<file path="src/rtl/ltpg_pkg.sv">
`timescale 1ns/1ps
// Shared phase encoding and per-phase control code for the sequencer.
// Assumes exactly four phases and a two-bit tag.
package ltpg_pkg;

    typedef enum logic [1:0] {
        PH_STEP_LO = 2'd0,
        PH_FILL_HI = 2'd1,
        PH_STEP_HI = 2'd2,
        PH_FILL_LO = 2'd3
    } phase_e;

    // step_lo/step_hi: which half advances; show_lo/show_hi: which half is seen
    typedef struct packed {
        logic step_lo;
        logic step_hi;
        logic show_lo;
        logic show_hi;
    } ctrl_s;

    // Control code for a phase
    function automatic ctrl_s ctrl_of(input phase_e ph);
        ctrl_s c;
        case (ph)
            PH_STEP_LO: c = '{step_lo: 1'b1, step_hi: 1'b0, show_lo: 1'b1, show_hi: 1'b1};
            PH_FILL_HI: c = '{step_lo: 1'b0, step_hi: 1'b0, show_lo: 1'b1, show_hi: 1'b0};
            PH_STEP_HI: c = '{step_lo: 1'b0, step_hi: 1'b1, show_lo: 1'b1, show_hi: 1'b1};
            default:    c = '{step_lo: 1'b0, step_hi: 1'b0, show_lo: 1'b0, show_hi: 1'b1};
        endcase
        return c;
    endfunction

endpackage

</file>
<file path="src/rtl/ltpg_phase_ctrl.sv">
`timescale 1ns/1ps
// Four-phase sequencer. Moves one phase per run cycle. A load parks it in
// the last phase, so the next run cycle enters the low-half step.
// The half-update strobes belong to the phase being entered at this edge.
// Assumes load_i has priority over run_i.
module ltpg_phase_ctrl
    import ltpg_pkg::*;
(
    input  logic   clk,
    input  logic   rst_n,
    input  logic   load_i,
    input  logic   run_i,
    output phase_e phase_q,
    output ctrl_s  cur_ctrl,
    output logic   step_lo,
    output logic   step_hi,
    output logic   advance
);
    phase_e phase_n;
    ctrl_s  nxt_ctrl;

    // Next phase in the ring and the codes of current and next phase
    assign phase_n  = phase_e'(phase_q + 2'd1);
    assign nxt_ctrl = ctrl_of(phase_n);
    assign cur_ctrl = ctrl_of(phase_q);

    // Strobes for this edge: only when running and not loading
    assign advance = run_i & ~load_i;
    assign step_lo = advance & nxt_ctrl.step_lo;
    assign step_hi = advance & nxt_ctrl.step_hi;

    // Phase register
    always_ff @(posedge clk) begin
        if (!rst_n) begin
            phase_q <= PH_FILL_LO;
        end else if (load_i) begin
            phase_q <= PH_FILL_LO;
        end else if (run_i) begin
            phase_q <= phase_n;
        end
    end
endmodule

</file>
<file path="src/rtl/ltpg_split_core.sv">
`timescale 1ns/1ps
// Generalized shift register over GF(2^SYM_W) with STAGES symbols. It is
// updated in two halves. step_lo refreshes the low SYM_W-1 bits of every
// symbol and stores the old low bits of the feedback symbol. step_hi then
// refreshes the top bit of every symbol, using the stored bits together
// with the unchanged top bit, so the two halves equal one full step.
// Assumes step_lo and step_hi are never high together, and step_lo precedes step_hi.
module ltpg_split_core #(
    parameter int                          SYM_W      = 3,
    parameter int                          STAGES     = 4,
    parameter logic [SYM_W*STAGES-1:0]     COEFS      = 12'h573,
    parameter logic [SYM_W-1:0]            FIELD_POLY = 3'b011,
    parameter logic [SYM_W*STAGES-1:0]     RESET_SEED = 12'hFFF
) (
    input  logic                    clk,
    input  logic                    rst_n,
    input  logic                    load_i,
    input  logic [SYM_W*STAGES-1:0] seed_i,
    input  logic                    step_lo,
    input  logic                    step_hi,
    output logic [SYM_W*STAGES-1:0] state_q
);
    localparam int N      = SYM_W * STAGES;
    localparam int HOLD_W = SYM_W - 1;

    logic [HOLD_W-1:0] hold_q;
    logic [SYM_W-1:0]  fb_now;
    logic [SYM_W-1:0]  fb_old;
    logic [N-1:0]      state_n;

    // Constant multiply in the symbol field
    function automatic logic [SYM_W-1:0] gf_mul(input logic [SYM_W-1:0] a_in,
                                                input logic [SYM_W-1:0] b_in);
        logic [SYM_W-1:0] a;
        logic [SYM_W-1:0] acc;
        a   = a_in;
        acc = '0;
        for (int k = 0; k < SYM_W; k++) begin
            if (b_in[k]) acc = acc ^ a;
            a = {a[SYM_W-2:0], 1'b0} ^ (a[SYM_W-1] ? FIELD_POLY : '0);
        end
        return acc;
    endfunction

    // Feedback symbol now, and as it was before the low-half update
    assign fb_now = state_q[N-1 -: SYM_W];
    assign fb_old = {state_q[N-1], hold_q};

    // Per-symbol next values for each half
    for (genvar i = 0; i < STAGES; i++) begin : g_sym
        logic [SYM_W-1:0] up;
        logic [SYM_W-1:0] full_now;
        logic [SYM_W-1:0] prod_old;
        if (i == 0) begin : g_first
            assign up = '0;
        end else begin : g_rest
            assign up = state_q[(i-1)*SYM_W +: SYM_W];
        end
        assign full_now = up ^ gf_mul(COEFS[i*SYM_W +: SYM_W], fb_now);
        assign prod_old = gf_mul(COEFS[i*SYM_W +: SYM_W], fb_old);
        assign state_n[i*SYM_W +: HOLD_W] = step_lo ? full_now[HOLD_W-1:0]
                                                    : state_q[i*SYM_W +: HOLD_W];
        assign state_n[i*SYM_W + SYM_W - 1] = step_hi
            ? (up[SYM_W-1] ^ prod_old[SYM_W-1])
            : state_q[i*SYM_W + SYM_W - 1];
    end

    // Register and holding flops
    always_ff @(posedge clk) begin
        if (!rst_n) begin
            state_q <= RESET_SEED;
            hold_q  <= '0;
        end else if (load_i) begin
            state_q <= seed_i;
            hold_q  <= seed_i[N-SYM_W +: HOLD_W];
        end else begin
            state_q <= state_n;
            if (step_lo) hold_q <= fb_now[HOLD_W-1:0];
        end
    end
endmodule

</file>
<file path="src/rtl/ltpg_fill_src.sv">
`timescale 1ns/1ps
// Fibonacci LFSR that supplies fill bits. It shifts left once per advancing
// cycle and feeds the XOR of the tapped bits into bit 0.
// Assumes SEED is nonzero.
module ltpg_fill_src #(
    parameter int               WIDTH = 12,
    parameter logic [WIDTH-1:0] TAPS  = 12'hE08,
    parameter logic [WIDTH-1:0] SEED  = 12'hACE
) (
    input  logic             clk,
    input  logic             rst_n,
    input  logic             advance,
    output logic [WIDTH-1:0] fill_q
);
    // Shift register with tapped feedback
    always_ff @(posedge clk) begin
        if (!rst_n) begin
            fill_q <= SEED;
        end else if (advance) begin
            fill_q <= {fill_q[WIDTH-2:0], ^(fill_q & TAPS)};
        end
    end
endmodule

</file>
<file path="src/rtl/ltpg_out_mux.sv">
`timescale 1ns/1ps
// Builds the presented pattern. Positions of a half that is not shown take
// fill bits of the same index. Then, wherever symbol 0 shows register bits,
// those positions are exchanged with the same positions of symbol 1.
// Assumes STAGES >= 2. Purely combinational.
module ltpg_out_mux #(
    parameter int SYM_W  = 3,
    parameter int STAGES = 4
) (
    input  logic [SYM_W*STAGES-1:0] state_i,
    input  logic [SYM_W*STAGES-1:0] fill_i,
    input  logic                    show_lo,
    input  logic                    show_hi,
    output logic [SYM_W*STAGES-1:0] pattern_o
);
    localparam int N = SYM_W * STAGES;

    logic [N-1:0] show;
    logic [N-1:0] mixed;

    // Per-bit choice between register and fill
    always_comb begin
        for (int i = 0; i < STAGES; i++) begin
            for (int b = 0; b < SYM_W; b++) begin
                show[i*SYM_W + b] = (b == SYM_W - 1) ? show_hi : show_lo;
            end
        end
        mixed = (state_i & show) | (fill_i & ~show);
    end

    // Exchange the shown positions of symbols 0 and 1
    always_comb begin
        pattern_o = mixed;
        for (int b = 0; b < SYM_W; b++) begin
            if (show[b]) begin
                pattern_o[b]         = mixed[SYM_W + b];
                pattern_o[SYM_W + b] = mixed[b];
            end
        end
    end
endmodule

</file>
<file path="src/rtl/lt_pattern_seq.sv">
`timescale 1ns/1ps
// Low-transition pattern sequencer top. Presents four patterns per
// generator state: low-half step, top-bit fill, top-bit step, low-bit fill.
// Assumes the default geometry gives a 12-bit pattern; the ports follow N.
module lt_pattern_seq
    import ltpg_pkg::*;
#(
    parameter int                      SYM_W      = 3,
    parameter int                      STAGES     = 4,
    parameter logic [SYM_W*STAGES-1:0] COEFS      = 12'h573,
    parameter logic [SYM_W-1:0]        FIELD_POLY = 3'b011,
    parameter logic [SYM_W*STAGES-1:0] RESET_SEED = 12'hFFF,
    parameter logic [SYM_W*STAGES-1:0] FILL_TAPS  = 12'hE08,
    parameter logic [SYM_W*STAGES-1:0] FILL_SEED  = 12'hACE
) (
    input  logic                    clk,
    input  logic                    rst_n,
    input  logic                    load_i,
    input  logic [SYM_W*STAGES-1:0] seed_i,
    input  logic                    run_i,
    output logic [SYM_W*STAGES-1:0] pattern_o,
    output logic [1:0]              phase_o
);
    localparam int N = SYM_W * STAGES;

    phase_e       phase_q;
    ctrl_s        cur_ctrl;
    logic         step_lo;
    logic         step_hi;
    logic         advance;
    logic [N-1:0] state_q;
    logic [N-1:0] fill_q;

    ltpg_phase_ctrl u_ctrl (
        .clk      (clk),
        .rst_n    (rst_n),
        .load_i   (load_i),
        .run_i    (run_i),
        .phase_q  (phase_q),
        .cur_ctrl (cur_ctrl),
        .step_lo  (step_lo),
        .step_hi  (step_hi),
        .advance  (advance)
    );

    ltpg_split_core #(
        .SYM_W      (SYM_W),
        .STAGES     (STAGES),
        .COEFS      (COEFS),
        .FIELD_POLY (FIELD_POLY),
        .RESET_SEED (RESET_SEED)
    ) u_core (
        .clk     (clk),
        .rst_n   (rst_n),
        .load_i  (load_i),
        .seed_i  (seed_i),
        .step_lo (step_lo),
        .step_hi (step_hi),
        .state_q (state_q)
    );

    ltpg_fill_src #(
        .WIDTH (N),
        .TAPS  (FILL_TAPS),
        .SEED  (FILL_SEED)
    ) u_fill (
        .clk     (clk),
        .rst_n   (rst_n),
        .advance (advance),
        .fill_q  (fill_q)
    );

    ltpg_out_mux #(
        .SYM_W  (SYM_W),
        .STAGES (STAGES)
    ) u_mux (
        .state_i   (state_q),
        .fill_i    (fill_q),
        .show_lo   (cur_ctrl.show_lo),
        .show_hi   (cur_ctrl.show_hi),
        .pattern_o (pattern_o)
    );

    // Tag of the presented pattern
    assign phase_o = phase_q;
endmodule

</file>
<file path="config.mk">
export PLATFORM = sky130hd
export DESIGN_NAME = lt_pattern_seq
export DESIGN_NICKNAME = d
export VERILOG_FILES = /design/src/rtl/ltpg_pkg.sv /design/src/rtl/ltpg_phase_ctrl.sv /design/src/rtl/ltpg_split_core.sv /design/src/rtl/ltpg_fill_src.sv /design/src/rtl/ltpg_out_mux.sv /design/src/rtl/lt_pattern_seq.sv
export SDC_FILE = /design/constraint.sdc
export NUM_CORES = 1
export LEC_CHECK = 0
export ABC_CLOCK_PERIOD_IN_PS = 2000
export BUFFER_PORTS_ARGS = -buffer_cell sky130_fd_sc_hd__buf_2
export CORE_MARGIN = 4
export CORE_UTILIZATION = 30
export CTS_BUF_LIST = sky130_fd_sc_hd__clkbuf_4 sky130_fd_sc_hd__clkbuf_8
export DETAILED_ROUTE_END_ITERATION = 10
export GPL_TIMING_DRIVEN = 0
export PLACE_DENSITY = 0.48
export SETUP_SLACK_MARGIN = 0.1
export SYNTH_ARGS = -nofsm -noshare
export SYNTH_HDL_FRONTEND = slang
export SYNTH_HIERARCHICAL = 1
export SYNTH_SLANG_ARGS = --single-unit
</file>
<file path="constraint.sdc">
create_clock -name clk -period 2 [get_ports clk]
set_input_delay 0.6 -clock clk [delete_from_list [all_inputs] [get_ports clk]]
set_output_delay 0.6 -clock clk [all_outputs]
set_load 0.05 [all_outputs]
</file>
Word-level counts from Yosys, hierarchy flattened
Cells that the tools add are included.
- register bits: 28
- input port bits: 16
- $add $sub $neg: 1
- equal/unequal tests: 4
- mux-type cells: 39
- bitwise gates (word level): 27
- reduce and logical (&&, ||, !) cells: 6
- operators by type and width (operator ; count):
    two-way mux 2 bit ; 16
    bitwise AND 12 bit ; 2
    two-way mux 3 bit ; 7
    two-way mux 1 bit ; 13
    two-way mux 12 bit ; 1
    inverter 12 bit ; 1
    OR 12 bit ; 1
    one-hot mux 4 bit (3 select lines) ; 1
    XOR reduction 12 bit ; 1
    inverter 2 bit ; 4
    inverter 3 bit ; 2
    one-hot mux 2 bit (3 select lines) ; 1
    bitwise XOR 2 bit ; 3
    inverter 1 bit ; 5
    equality test 2 x 1 -> 1 bit (second input constant) ; 2
    equality test 2 bit (second input constant) ; 2
    zero test 2 bit ; 2
    nonzero test 2 bit ; 2
    bitwise AND 1 bit ; 3
    bitwise XOR 1 bit ; 3
    adder 2 x 1 -> 2 bit (second input constant) ; 1
    inverter 1 bit (first input constant) ; 2
    inverter 1 -> 2 bit ; 1
    OR reduction 2 bit ; 1

Longest topological paths before layout
Gate-level depths: netlist of the first run.
- word-level depth: 8
- gate-level depth with buffers: 7

Hierarchy
The synthesis of the first run kept the hierarchy.
- by module, submodules not included (module ; instances ; cells each ; area an instance (sq um) ; seq. area each (sq um)):
    ltpg_split_core ; 1 ; 86 ; 775.7 ; 280.3
    ltpg_fill_src ; 1 ; 42 ; 457.9 ; 240.2
    ltpg_out_mux ; 1 ; 13 ; 176.4 ; 0.0
    ltpg_phase_ctrl ; 1 ; 18 ; 155.1 ; 40.0

Worst setup path before layout of the first run
No wires, ideal clock.
- path kind: register to output
- start point: register u_ctrl.phase_q[1]
- end point: output pattern_o[11]
- arrival: 1.580 ns
- path slack: -0.180 ns
- cell stages (with the launch flop): 5
- buffers on the path: 0
- cells stage by stage: dfxtp_1 inv_1 ha_1 inv_1 mux2_2
- RTL lines (what ; RTL line ; text):
    start, declared ; ltpg_phase_ctrl.sv:13 ; output phase_e phase_q,
    start signal, assigned ; ltpg_phase_ctrl.sv:39 ; phase_q <= phase_n;
    end, declared ; lt_pattern_seq.sv:21 ; output logic [SYM_W*STAGES-1:0] pattern_o,

==> results of run 1 <==
power groups by stage:
stage / combinational, W / clock [W] / sequential (W)
floorplan: 0.000291 / 0 / 0.000643
global placement: 0.000364 / 0 / 0.000652
detailed placement: 0.000370 / 0 / 0.000652
CTS: 0.000429 / 0.000347 / 0.000639
global route: 0.000460 / 0.000368 / 0.000645
finish: 0.000431 / 0.000334 / 0.000640
worst min-delay path: stages, from the launching register on:
cell     delay (ns)
dfxtp_1        0.36
mux2i_1        0.08
nand2_1        0.05
flip-flops by register name (all words and copies together), names as in the netlist:
| signal | cells |
|---|---|
| u_core/hold_q | 2 |
| u_core/state_q | 12 |
| u_ctrl/phase_q | 2 |
| u_fill/fill_q | 12 |
routing by layer:
layer | global-route usage (%) | up-vias
li1 | - | 623
met1 | 16.6 | 597
met2 | 19.7 | 28
met3 | 2.03 | 4
met4 | 4.39 | 0
met5 | 0 | -
final cells by class:
type                       count  area [um^2]
sequential                    28          568
timing repair buffer          31          254
clock buffer                   4         48.8
fill                         498         2880
inverter                       6         30.0
multi-input combinational    113          942
buffer                        11         71.3
tap                           67         83.8
repair_timing:
item,4_1_cts,5_1_grt
setup endpoints to repair,12,12
resized for setup,41,4
cloned,0,0
pin swaps,0,2
setup buffers,1,1
hold buffers,0,0
through the flow:
step	hold slack (ns)	utilization (%)	instances	cell area, um^2
detailed placement	0.502	36.6	254	1790
CTS	0.515	40.5	259	1980
global route	0.519	40.9	260	2000
global placement	0.493	36.6	254	1790
finish	0.512	40.9	260	2000
floorplan	0.460	-	158	1560
worst max-delay path by stage:
stage / startpoint / end / slack (ns)
after floorplan: u_ctrl/phase_q[1]$_SDFFE_PP1P_ / pattern_o[11] / 0.12
after global placement: load_i / u_core/state_q[0]$_SDFFE_PN1P_ / -0.02
after detailed placement: load_i / u_core/state_q[0]$_SDFFE_PN1P_ / -0.04
after CTS: u_ctrl/phase_q[0]$_SDFFE_PP1P_ / pattern_o[0] / -0.07
after global routing: u_ctrl/phase_q[1]$_SDFFE_PP1P_ / pattern_o[0] / -0.12
final: u_ctrl/phase_q[1]$_SDFFE_PP1P_ / pattern_o[0] / -0.07
==> reports/results.tsv, run 1 <==
stage	metric	value	unit
status	status	finished, violations left	
status	failing checks	setup timing	
worst_setup_path	worst reg2reg endpoint	u_core/state_q[0]$_SDFFE_PN1P_	
worst_hold_path	Hold Path Origin	u_fill/fill_q[0]$_SDFFE_PN0P_	
sta	fin. max-slew vios	0	
sta	clk_skew	0.00446	ns
drt	Highest Signal Layer	met4	
worst_setup_path	CP max FO	8	
worst_setup_path	WP depth	5	
clocking	Clock Sinks	28	
floorplan	die area	0.00639	mm^2
logic_synthesis	syn avg cell area	9.83	um^2
run	# Max-Cap Violations	0	
drt	Detailed Route WL	3850	um
floorplan	Die Wd	79.9	um
sta	Worst-Margin Slew	0.521	ns
power	Leak Pwr	0.838	nW
worst_setup_path	flop2flop setup slack	0.40	ns
worst_hold_path	Worst Hold Class	flip-flop to flip-flop	
clocking	CTS Root Cell	clkbuf_8	
placement	I/O Buffers	29	
sta	RSZ-0062 raised after global routing	yes	
worst_setup_path	critical path's slowest cell	dfxtp_4	
sta	Peak Freq	483	MHz
worst_setup_path	worst flop-to-flop path startpoint	u_ctrl/phase_q[1]$_SDFFE_PP1P_	
power	Max VDD drop	0.000220	V
drt	Wirelength per Cell	14.8	um
worst_setup_path	critical path cell sequence	ha_4 > inv_2 > buf_8 > mux2_4 > buf_8	
clocking	CTS tree	yes	
drt	WL met3	159	um
sta	Hold Vio Cnt, Final	0	
global_routing	vias in the first global route	1258	
power	Seq pwr share	45.5	%
worst_setup_path	CP delay by family, top	flip-flops	
floorplan	Boundary Pins	30	
final_layout	most common cell after layout, fill and taps aside	dfxtp_1	
logic_synthesis	Post-Syn Area	0.00155	mm^2
power	Clock power frac	23.8	%
global_routing	initial antenna violation count	0	
final_layout	Layout area overhead	28.7	%
sta	slew margin rel.	65.3	%
final_layout	Net count, final	213	
clocking	CTS clk-pin slew, worst paths	0.09	ns
final_layout	share of cells above drive strength 1	31.6	%
logic_synthesis	Synthesized Nets	177	
sta	fin crit period	2.07	ns
final_layout	most frequent cells in the layout	dfxtp_1, buf_2, mux2i_1, mux2_4	
floorplan	Core ar.	0.00488	mm^2
drt	router iterations before antenna repair	4	
global_routing	total global routing overflow	0	
drt	detailed-routing wirelength on met1	1830	um
worst_setup_path	Worst Path Arrival	1.47	ns
drt	post-route ant nets	0	
power	Cell Int Power	0.000954	W
worst_setup_path	crit path kind	flip-flop to output pin	
sta	final setup TNS	-0.589	ns
power	total power draw	0.00140	W
logic_synthesis	Ys Warns	6	
power	PD cells	703	mW/mm^2
drt	Iter 0 DRT Violations	52	
drt	DR vias	1252	
worst_setup_path	FF-to-FF path depth	5	
power	Comb pwr share	30.7	%
drt	detail-routed via count per cell	4.82	
logic_synthesis	Syn Inst Count	158	
clocking	CTS buffer count	3	
worst_setup_path	Required @ worst endpoint	1.40	ns
worst_setup_path	crit path buf inv count	3	
sta	final setup violating endpoints	12	
floorplan	Chip Height	79.9	um
sta	final setup margin	-0.0722	ns
power	Net Switching	0.000451	W
final_layout	n_diodes	0	
worst_setup_path	CP endpoint kind	output pin	
drt	Met2 Wirelength	1830	um
sta	Tcrit/Tclk final	104	%
placement	detailed placement HPWL	2870	um
worst_hold_path	Worst Hold End	u_fill/fill_q[1]$_SDFFE_PN1P_	
worst_setup_path	CP dominant cell by count	buf_8	
global_routing	largest net degree at the start of global routing	16	
clocking	worst-skew pair later-pin latency	0.28	ns
global_routing	first-pass GRT wire length	6100	um
worst_setup_path	crit-path max cell delay	0.38	ns
floorplan	initial core utilization	31.8	%
clocking	H-Tree Depth	1	
global_routing	GRT Total Usage	12.3	%
clocking	Clock Path Buffers	2	
power	switch share	32.1	%
worst_hold_path	hold path cells	2	
drt	drt drc	0	
placement	global placer's final weighted congestion	0.750	
placement	Setup WS pre-CTS	-0.0376	ns
worst_setup_path	critical path startpoint category	flip-flop	
floorplan	# rows	25	
Power figures use the tool's default switching activity.
==> run 2, diff against run 1 <==
--- a/config.mk
+++ b/config.mk
@@ -7,12 +7,12 @@
 export LEC_CHECK = 0
 export ABC_CLOCK_PERIOD_IN_PS = 2000
 export BUFFER_PORTS_ARGS = -buffer_cell sky130_fd_sc_hd__buf_2
-export CORE_MARGIN = 4
+export CORE_MARGIN = 1
 export CORE_UTILIZATION = 30
 export CTS_BUF_LIST = sky130_fd_sc_hd__clkbuf_4 sky130_fd_sc_hd__clkbuf_8
 export DETAILED_ROUTE_END_ITERATION = 10
 export GPL_TIMING_DRIVEN = 0
-export PLACE_DENSITY = 0.48
+export PLACE_DENSITY = 0.56
 export SETUP_SLACK_MARGIN = 0.1
 export SYNTH_ARGS = -nofsm -noshare
 export SYNTH_HDL_FRONTEND = slang
==> run 2 against run 1 <==
The flow still finishes with violations (setup timing). Clock skew is 0.0018 ns higher. Fmax is 0.84% higher. Register-to-register slack better by 0.03 ns. Sequential share of layout area stayed put. Via count is 5.3% lower. Sequential power hardly changed. Non-clock buffer count is 1 lower. Die area is 14% lower. Critical path type unchanged.
==> reports/results.tsv, run 2 (same netlist as run 1, synthesis figures left out) <==
stage	metric	value	unit	change
global_routing	largest net degree at the start of global routing	17		was 16
placement	detailed placement HPWL	2560	um	was 2870 um
final_layout	biggest regs	u_core/state_q: 12 flops, u_fill/fill_q: 12 flops		unchanged
sta	Peak Freq	487	MHz	was 483 MHz
clocking	hold-fix buffer count after cts	0		unchanged
sta	final setup margin	-0.0549	ns	was -0.0722 ns
worst_setup_path	critical path cell sequence	ha_4 > inv_2 > buf_8 > mux2_4 > buf_8		unchanged
floorplan	Boundary Pins	30		unchanged
drt	Iter 0 DRT Violations	72		was 52
global_routing	initial antenna violation count	0		unchanged
final_layout	share of cells above drive strength 1	31.3	%	was 31.6%
floorplan	Chip Height	73.9	um	was 79.9 um
worst_setup_path	crit path kind	flip-flop to output pin		unchanged
final_layout	most common cell after layout, fill and taps aside	dfxtp_1		unchanged
clocking	CTS tree	yes		unchanged
clocking	Clock Path Buffers	2		unchanged
global_routing	total global routing overflow	0		unchanged
clocking	worst-skew pair later-pin latency	0.27	ns	was 0.28 ns
clocking	Clock Sinks	28		unchanged
floorplan	Core ar.	0.00485	mm^2	was 0.00488 mm^2
worst_setup_path	Worst Path Arrival	1.45	ns	was 1.47 ns
placement	global placer's final weighted congestion	0.758		was 0.750
drt	DR vias	1186		was 1,252
final_layout	Finished Cell Area	0.00200	mm^2	unchanged
status	failing checks	setup timing		unchanged
final_layout	most frequent cells in the layout	dfxtp_1, buf_2, mux2i_1, mux2_4		unchanged
floorplan	initial core utilization	32.0	%	was 31.8%
worst_setup_path	CP dominant cell by count	buf_8		unchanged
global_routing	vias in the first global route	1172		was 1,258
drt	router iterations before antenna repair	5		was 4
sta	Hold Vio Cnt, Final	0		unchanged
worst_setup_path	flop2flop setup slack	0.43	ns	was 0.40 ns
drt	Detailed Route WL	3490	um	was 3850 um
global_routing	GRT Total Usage	14.4	%	was 12.3%
sta	Tcrit/Tclk final	103	%	was 104%
sta	fin. max-slew vios	0		unchanged
run	# Max-Cap Violations	0		unchanged
sta	slew margin rel.	63.9	%	was 65.3%
power	Leak Pwr	0.840	nW	was 0.838 nW
clocking	CTS clk-pin slew, worst paths	0.10	ns	was 0.09 ns
final_layout	fill count	480		was 498
placement	Setup WS pre-CTS	0.00305	ns	was -0.0376 ns
floorplan	die area	0.00547	mm^2	was 0.00639 mm^2
drt	Wirelength per Cell	13.5	um	was 14.8 um
power	total power draw	0.00150	W	was 0.00140 W
sta	final setup violating endpoints	12		unchanged
worst_setup_path	Required @ worst endpoint	1.40	ns	about the same
sta	Worst-Margin Slew	0.542	ns	was 0.521 ns
floorplan	Die Wd	73.9	um	was 79.9 um
drt	detail-routed via count per cell	4.58		was 4.82
sta	fin crit period	2.05	ns	was 2.07 ns
placement	I/O Buffers	29		unchanged
global_routing	first-pass GRT wire length	5910	um	was 6100 um
drt	drt drc	0		unchanged
sta	clk_skew	0.00623	ns	was 0.00446 ns
worst_setup_path	critical path's slowest cell	dfxtp_4		unchanged
clocking	CTS buffer count	3		unchanged
final_layout	Layout area overhead	28.7	%	unchanged
worst_setup_path	critical path startpoint category	flip-flop		unchanged
placement	Placed Area	0.00179	mm^2	unchanged
clocking	CTS Root Cell	clkbuf_8		unchanged
worst_setup_path	CP max FO	8		unchanged
power	Max VDD drop	0.000406	V	was 0.000220 V
floorplan	# rows	25		unchanged
status	status	finished, violations left		unchanged
worst_setup_path	crit-path max cell delay	0.37	ns	was 0.38 ns
sta	RSZ-0062 raised after global routing	yes		unchanged
clocking	H-Tree Depth	1		unchanged
final_layout	Net count, final	212		was 213
worst_hold_path	Worst Hold Class	flip-flop to flip-flop		unchanged
power	PD cells	751	mW/mm^2	was 703 mW/mm^2
final_layout	n_diodes	0		unchanged
drt	post-route ant nets	0		unchanged
worst_setup_path	CP endpoint kind	output pin		unchanged
run 2: per-stage QoR:
step                      util [%]  cells  setup TNS (ns)  hold WS [ns]
after floorplan                  -    158               0         0.460
after global placement        36.9    254         -0.0141         0.496
after detailed placement      36.9    254               0         0.498
after CTS                     41.2    259          -0.717         0.521
after global routing          41.2    259           -1.21         0.525
final                         41.2    259          -0.551         0.518
run 2: area by class of cell:
| type | instances | area [um^2] | area share (%) |
|---|---|---|---|
| inverters | 6 | 25.0 | 1.25 |
| plain buffers | 11 | 71.3 | 3.57 |
| flip-flops and latches | 28 | 568 | 28.4 |
| clock buffers | 3 | 41.3 | 2.07 |
| multi-input cells | 113 | 932 | 46.6 |
| clock inverters | 1 | 30.0 | 1.50 |
| repair buffers | 30 | 246 | 12.3 |
| well taps | 67 | 83.8 | 4.20 |
run 2: critical path: cells and delay by family, from the launching register on:
family	cells	cell delay (ns)
flops	1	0.37
buf+inv	3	0.33
mux	1	0.32
fa+ha+maj	1	0.16
run 2: final timing paths:
path,start,end,cells after the start
max,u_ctrl/phase_q[0]$_SDFFE_PP1P_,pattern_o[9],5
min,u_fill/fill_q[6]$_SDFFE_PN1P_,u_fill/fill_q[6]$_SDFFE_PN1P_,2
max reg2reg,u_ctrl/phase_q[0]$_SDFFE_PP1P_,u_core/state_q[0]$_SDFFE_PN1P_,5
min reg2reg,u_fill/fill_q[6]$_SDFFE_PN1P_,u_fill/fill_q[6]$_SDFFE_PN1P_,2
run 2: layer usage:
layer  vias up  global-route usage, %  routed length (um)  share of wire [%]
li1        625                      -                   -                  -
met1       529                   20.8                1780                 51
met2        30                   21.9                1530                 44
met3         2                   3.66                 158                4.5
met4         0                   2.56                  21               0.60
met5         -                      0                   0                  0
run 2: where the power goes:
| part | internal, W | leakage (nW) | switching (W) | total [W] |
|---|---|---|---|---|
| Sequential | 0.000594 | 0.232 | 0.0000432 | 0.000638 |
| Clock | 0.000268 | 0.0357 | 0.000174 | 0.000441 |
| Combinational | 0.000200 | 0.573 | 0.000221 | 0.000421 |
run 2: repair_timing:
action | in CTS | in global routing
resized for setup | 42 | 0
pin swaps | 2 | 0
endpoints found under the setup margin | 12 | 12
setup buffers | 1 | 0
==> run 3, diff against run 2 <==
--- a/config.mk
+++ b/config.mk
@@ -6,13 +6,14 @@
 export NUM_CORES = 1
 export LEC_CHECK = 0
 export ABC_CLOCK_PERIOD_IN_PS = 2000
-export BUFFER_PORTS_ARGS = -buffer_cell sky130_fd_sc_hd__buf_2
+export BUFFER_PORTS_ARGS = -buffer_cell sky130_fd_sc_hd__buf_4
 export CORE_MARGIN = 1
 export CORE_UTILIZATION = 30
 export CTS_BUF_LIST = sky130_fd_sc_hd__clkbuf_4 sky130_fd_sc_hd__clkbuf_8
 export DETAILED_ROUTE_END_ITERATION = 10
 export GPL_TIMING_DRIVEN = 0
 export PLACE_DENSITY = 0.56
+export REMOVE_ABC_BUFFERS = 1
 export SETUP_SLACK_MARGIN = 0.1
 export SYNTH_ARGS = -nofsm -noshare
 export SYNTH_HDL_FRONTEND = slang
==> run 3 against run 2 <==
The flow still finishes with violations (setup timing). Sequential cell count did not move. Combinational power barely moved. First-iteration DRC count fell by 5.6%. Hold slack improved by 0.0031 ns. Sequential share of layout area rose by 0.18 points. Total power fell by 5.7%. Clock skew fell by 0.0036 ns. Wire length fell by 1.5%. Core utilization fell by 0.26 points. Via count fell by 1.3%. Highest routed layer unchanged.
==> reports/results.tsv, run 3 (same netlist as run 1, synthesis figures left out) <==
stage	metric	value	unit	change
final_layout	fill count	496		was 480
drt	DR vias	1170		was 1,186
sta	Worst-Margin Slew	0.456	ns	was 0.542 ns
final_layout	multi-input logic area	946	um^2	was 932 um^2
final_layout	Finished Cell Area	0.00199	mm^2	was 0.00200 mm^2
clocking	hold-fix buffer count after cts	0		unchanged
sta	Peak Freq	466	MHz	was 487 MHz
sta	fin. max-slew vios	0		unchanged
power	Leak Pwr	0.815	nW	was 0.840 nW
drt	Iter 0 DRT Violations	68		was 72
worst_setup_path	critical path startpoint category	flip-flop		unchanged
power	Cell Int Power	0.000972	W	was 0.00106 W
placement	detailed placement HPWL	2340	um	was 2560 um
final_layout	Net count, final	203		was 212
final_layout	n_diodes	0		unchanged
clocking	Clock Sinks	28		unchanged
drt	Wirelength per Cell	13.7	um	was 13.5 um
final_layout	biggest regs	u_core/state_q: 12 flops, u_fill/fill_q: 12 flops		unchanged
global_routing	largest net degree at the start of global routing	23		was 17
sta	final setup violating endpoints	13		was 12
power	PD cells	712	mW/mm^2	was 751 mW/mm^2
floorplan	Die Wd	73.9	um	unchanged
clocking	CTS clk-pin slew, worst paths	0.10	ns	about the same
clocking	CTS tree	yes		unchanged
placement	Setup WS pre-CTS	-0.794	ns	was 0.00305 ns
status	status	finished, violations left		unchanged
sta	final setup TNS	-1.60	ns	was -0.551 ns
power	Comb pwr share	29.7	%	was 28.1%
status	failing checks	setup timing		unchanged
floorplan	Core ar.	0.00485	mm^2	unchanged
worst_setup_path	Required @ worst endpoint	1.40	ns	about the same
worst_setup_path	FF-to-FF path depth	3		was 5
run	# Max-Cap Violations	0		unchanged
worst_setup_path	Worst Path Arrival	1.55	ns	was 1.45 ns
global_routing	initial antenna violation count	0		unchanged
drt	Detailed Route WL	3440	um	was 3490 um
drt	post-route ant nets	0		unchanged
clocking	worst-skew pair later-pin latency	0.27	ns	about the same
final_layout	Layout area overhead	27.9	%	was 28.7%
global_routing	gr busiest metal	met1		was met2
drt	drt drc	0		unchanged
final_layout	Finished Layout Cells	250		was 259
worst_setup_path	crit path kind	flip-flop to output pin		unchanged
power	Clock power frac	25.1	%	was 29.4%
sta	fin crit period	2.15	ns	was 2.05 ns
global_routing	vias in the first global route	1106		was 1,172
worst_setup_path	CP endpoint kind	output pin		unchanged
drt	detail-routed via count per cell	4.68		was 4.58
clocking	Clock Path Buffers	2		unchanged
worst_hold_path	Worst Hold Class	flip-flop to flip-flop		unchanged
sta	WHS	0.521	ns	was 0.518 ns
floorplan	Chip Height	73.9	um	unchanged
sta	Tcrit/Tclk final	107	%	was 103%
floorplan	# rows	25		unchanged
global_routing	grt met3 use	2.98	%	was 3.66%
clocking	CTS buffer count	3		unchanged
worst_hold_path	hold path cells	2		unchanged
global_routing	total global routing overflow	0		unchanged
power	Max VDD drop	0.000394	V	was 0.000406 V
floorplan	Boundary Pins	30		unchanged
clocking	H-Tree Depth	1		unchanged
final_layout	most common cell after layout, fill and taps aside	dfxtp_1		unchanged
floorplan	die area	0.00547	mm^2	unchanged
sta	slew margin rel.	69.6	%	was 63.9%
global_routing	first-pass GRT wire length	5800	um	was 5910 um
power	Seq pwr share	45.3	%	was 42.5%
power	switch share	31.3	%	was 29.2%
sta	clk_skew	0.00268	ns	was 0.00623 ns
final_layout	share of cells above drive strength 1	31.7	%	was 31.3%
placement	I/O Buffers	29		unchanged
global_routing	routing usage on met1	21.8	%	was 20.8%
placement	global placer's final weighted congestion	0.816		was 0.758
global_routing	met2 GRT Util	19.7	%	was 21.9%
final_layout	register area	568	um^2	unchanged
placement	DP Cell Count	243		was 254
sta	RSZ-0062 raised after global routing	yes		unchanged
placement	Placed Area	0.00179	mm^2	unchanged
sta	Hold Vio Cnt, Final	0		unchanged
final_layout	most frequent cells in the layout	dfxtp_1, buf_4, mux2i_1, mux2_4		was dfxtp_1, buf_2, mux2i_1, mux2_4
clocking	CTS Root Cell	clkbuf_8		unchanged
drt	router iterations before antenna repair	4		was 5
global_routing	GRT Total Usage	14.1	%	was 14.4%
sta	final setup margin	-0.147	ns	was -0.0549 ns
worst_setup_path	CP max FO	8		unchanged
power	Net Switching	0.000442	W	was 0.000438 W
floorplan	initial core utilization	32.0	%	unchanged
-- run 3: layout make-up --
cell class	count	area share [%]
multi-input combinational	113	47.6
sequential	28	28.6
timing repair buffer	32	15.3
tap	67	4.22
clock buffer	4	2.77
inverter	6	1.45
-- run 3: worst paths after layout --
kind / start / end / slack (ns)
setup / recovery: u_ctrl/phase_q[1]$_SDFFE_PP1P_ / pattern_o[6] / -0.15
setup reg to reg: u_core/state_q[11]$_SDFFE_PN1P_ / u_core/state_q[3]$_SDFFE_PN1P_ / 0.46
hold reg to reg: u_fill/fill_q[1]$_SDFFE_PN1P_ / u_fill/fill_q[1]$_SDFFE_PN1P_ / 0.52
hold / removal: u_fill/fill_q[1]$_SDFFE_PN1P_ / u_fill/fill_q[1]$_SDFFE_PN1P_ / 0.52
-- run 3: metal layers --
| metal | vias up | part of all wire (%) |
|---|---|---|
| met2 | 36 | 43 |
| met1 | 527 | 51 |
| li1 | 605 | - |
| met5 | - | 0 |
| met4 | 0 | 0.64 |
| met3 | 2 | 5.7 |
-- run 3: power groups by stage --
stage          Sequential [W]  Clock, W  Combinational, W
6_report             0.000640  0.000355          0.000420
5_1_grt              0.000647  0.000390          0.000454
4_1_cts              0.000642  0.000368          0.000414
3_5_place_dp         0.000655         0          0.000372
3_3_place_gp         0.000655         0          0.000370
2_1_floorplan        0.000646         0          0.000269
-- run 3: repair_timing --
item	CTS	global route
gates resized for setup	34	2
setup endpoints to repair	26	26
pin swaps	1	0
buffers inserted	1	2
-- run 3: through the flow --
step           utilization (%)  total power [W]
4_1_cts                   40.4          0.00142
6_report                  41.0          0.00141
3_3_place_gp              36.9          0.00103
3_5_place_dp              36.9          0.00103
5_1_grt                   41.0          0.00149
2_1_floorplan                -         0.000915
-- run 3: critical path: stages (launching register included) --
cell	delay [ns]
dfxtp_4	0.37
ha_4	0.15
clkinvlp_4	0.22
mux2_4	0.37
buf_8	0.15
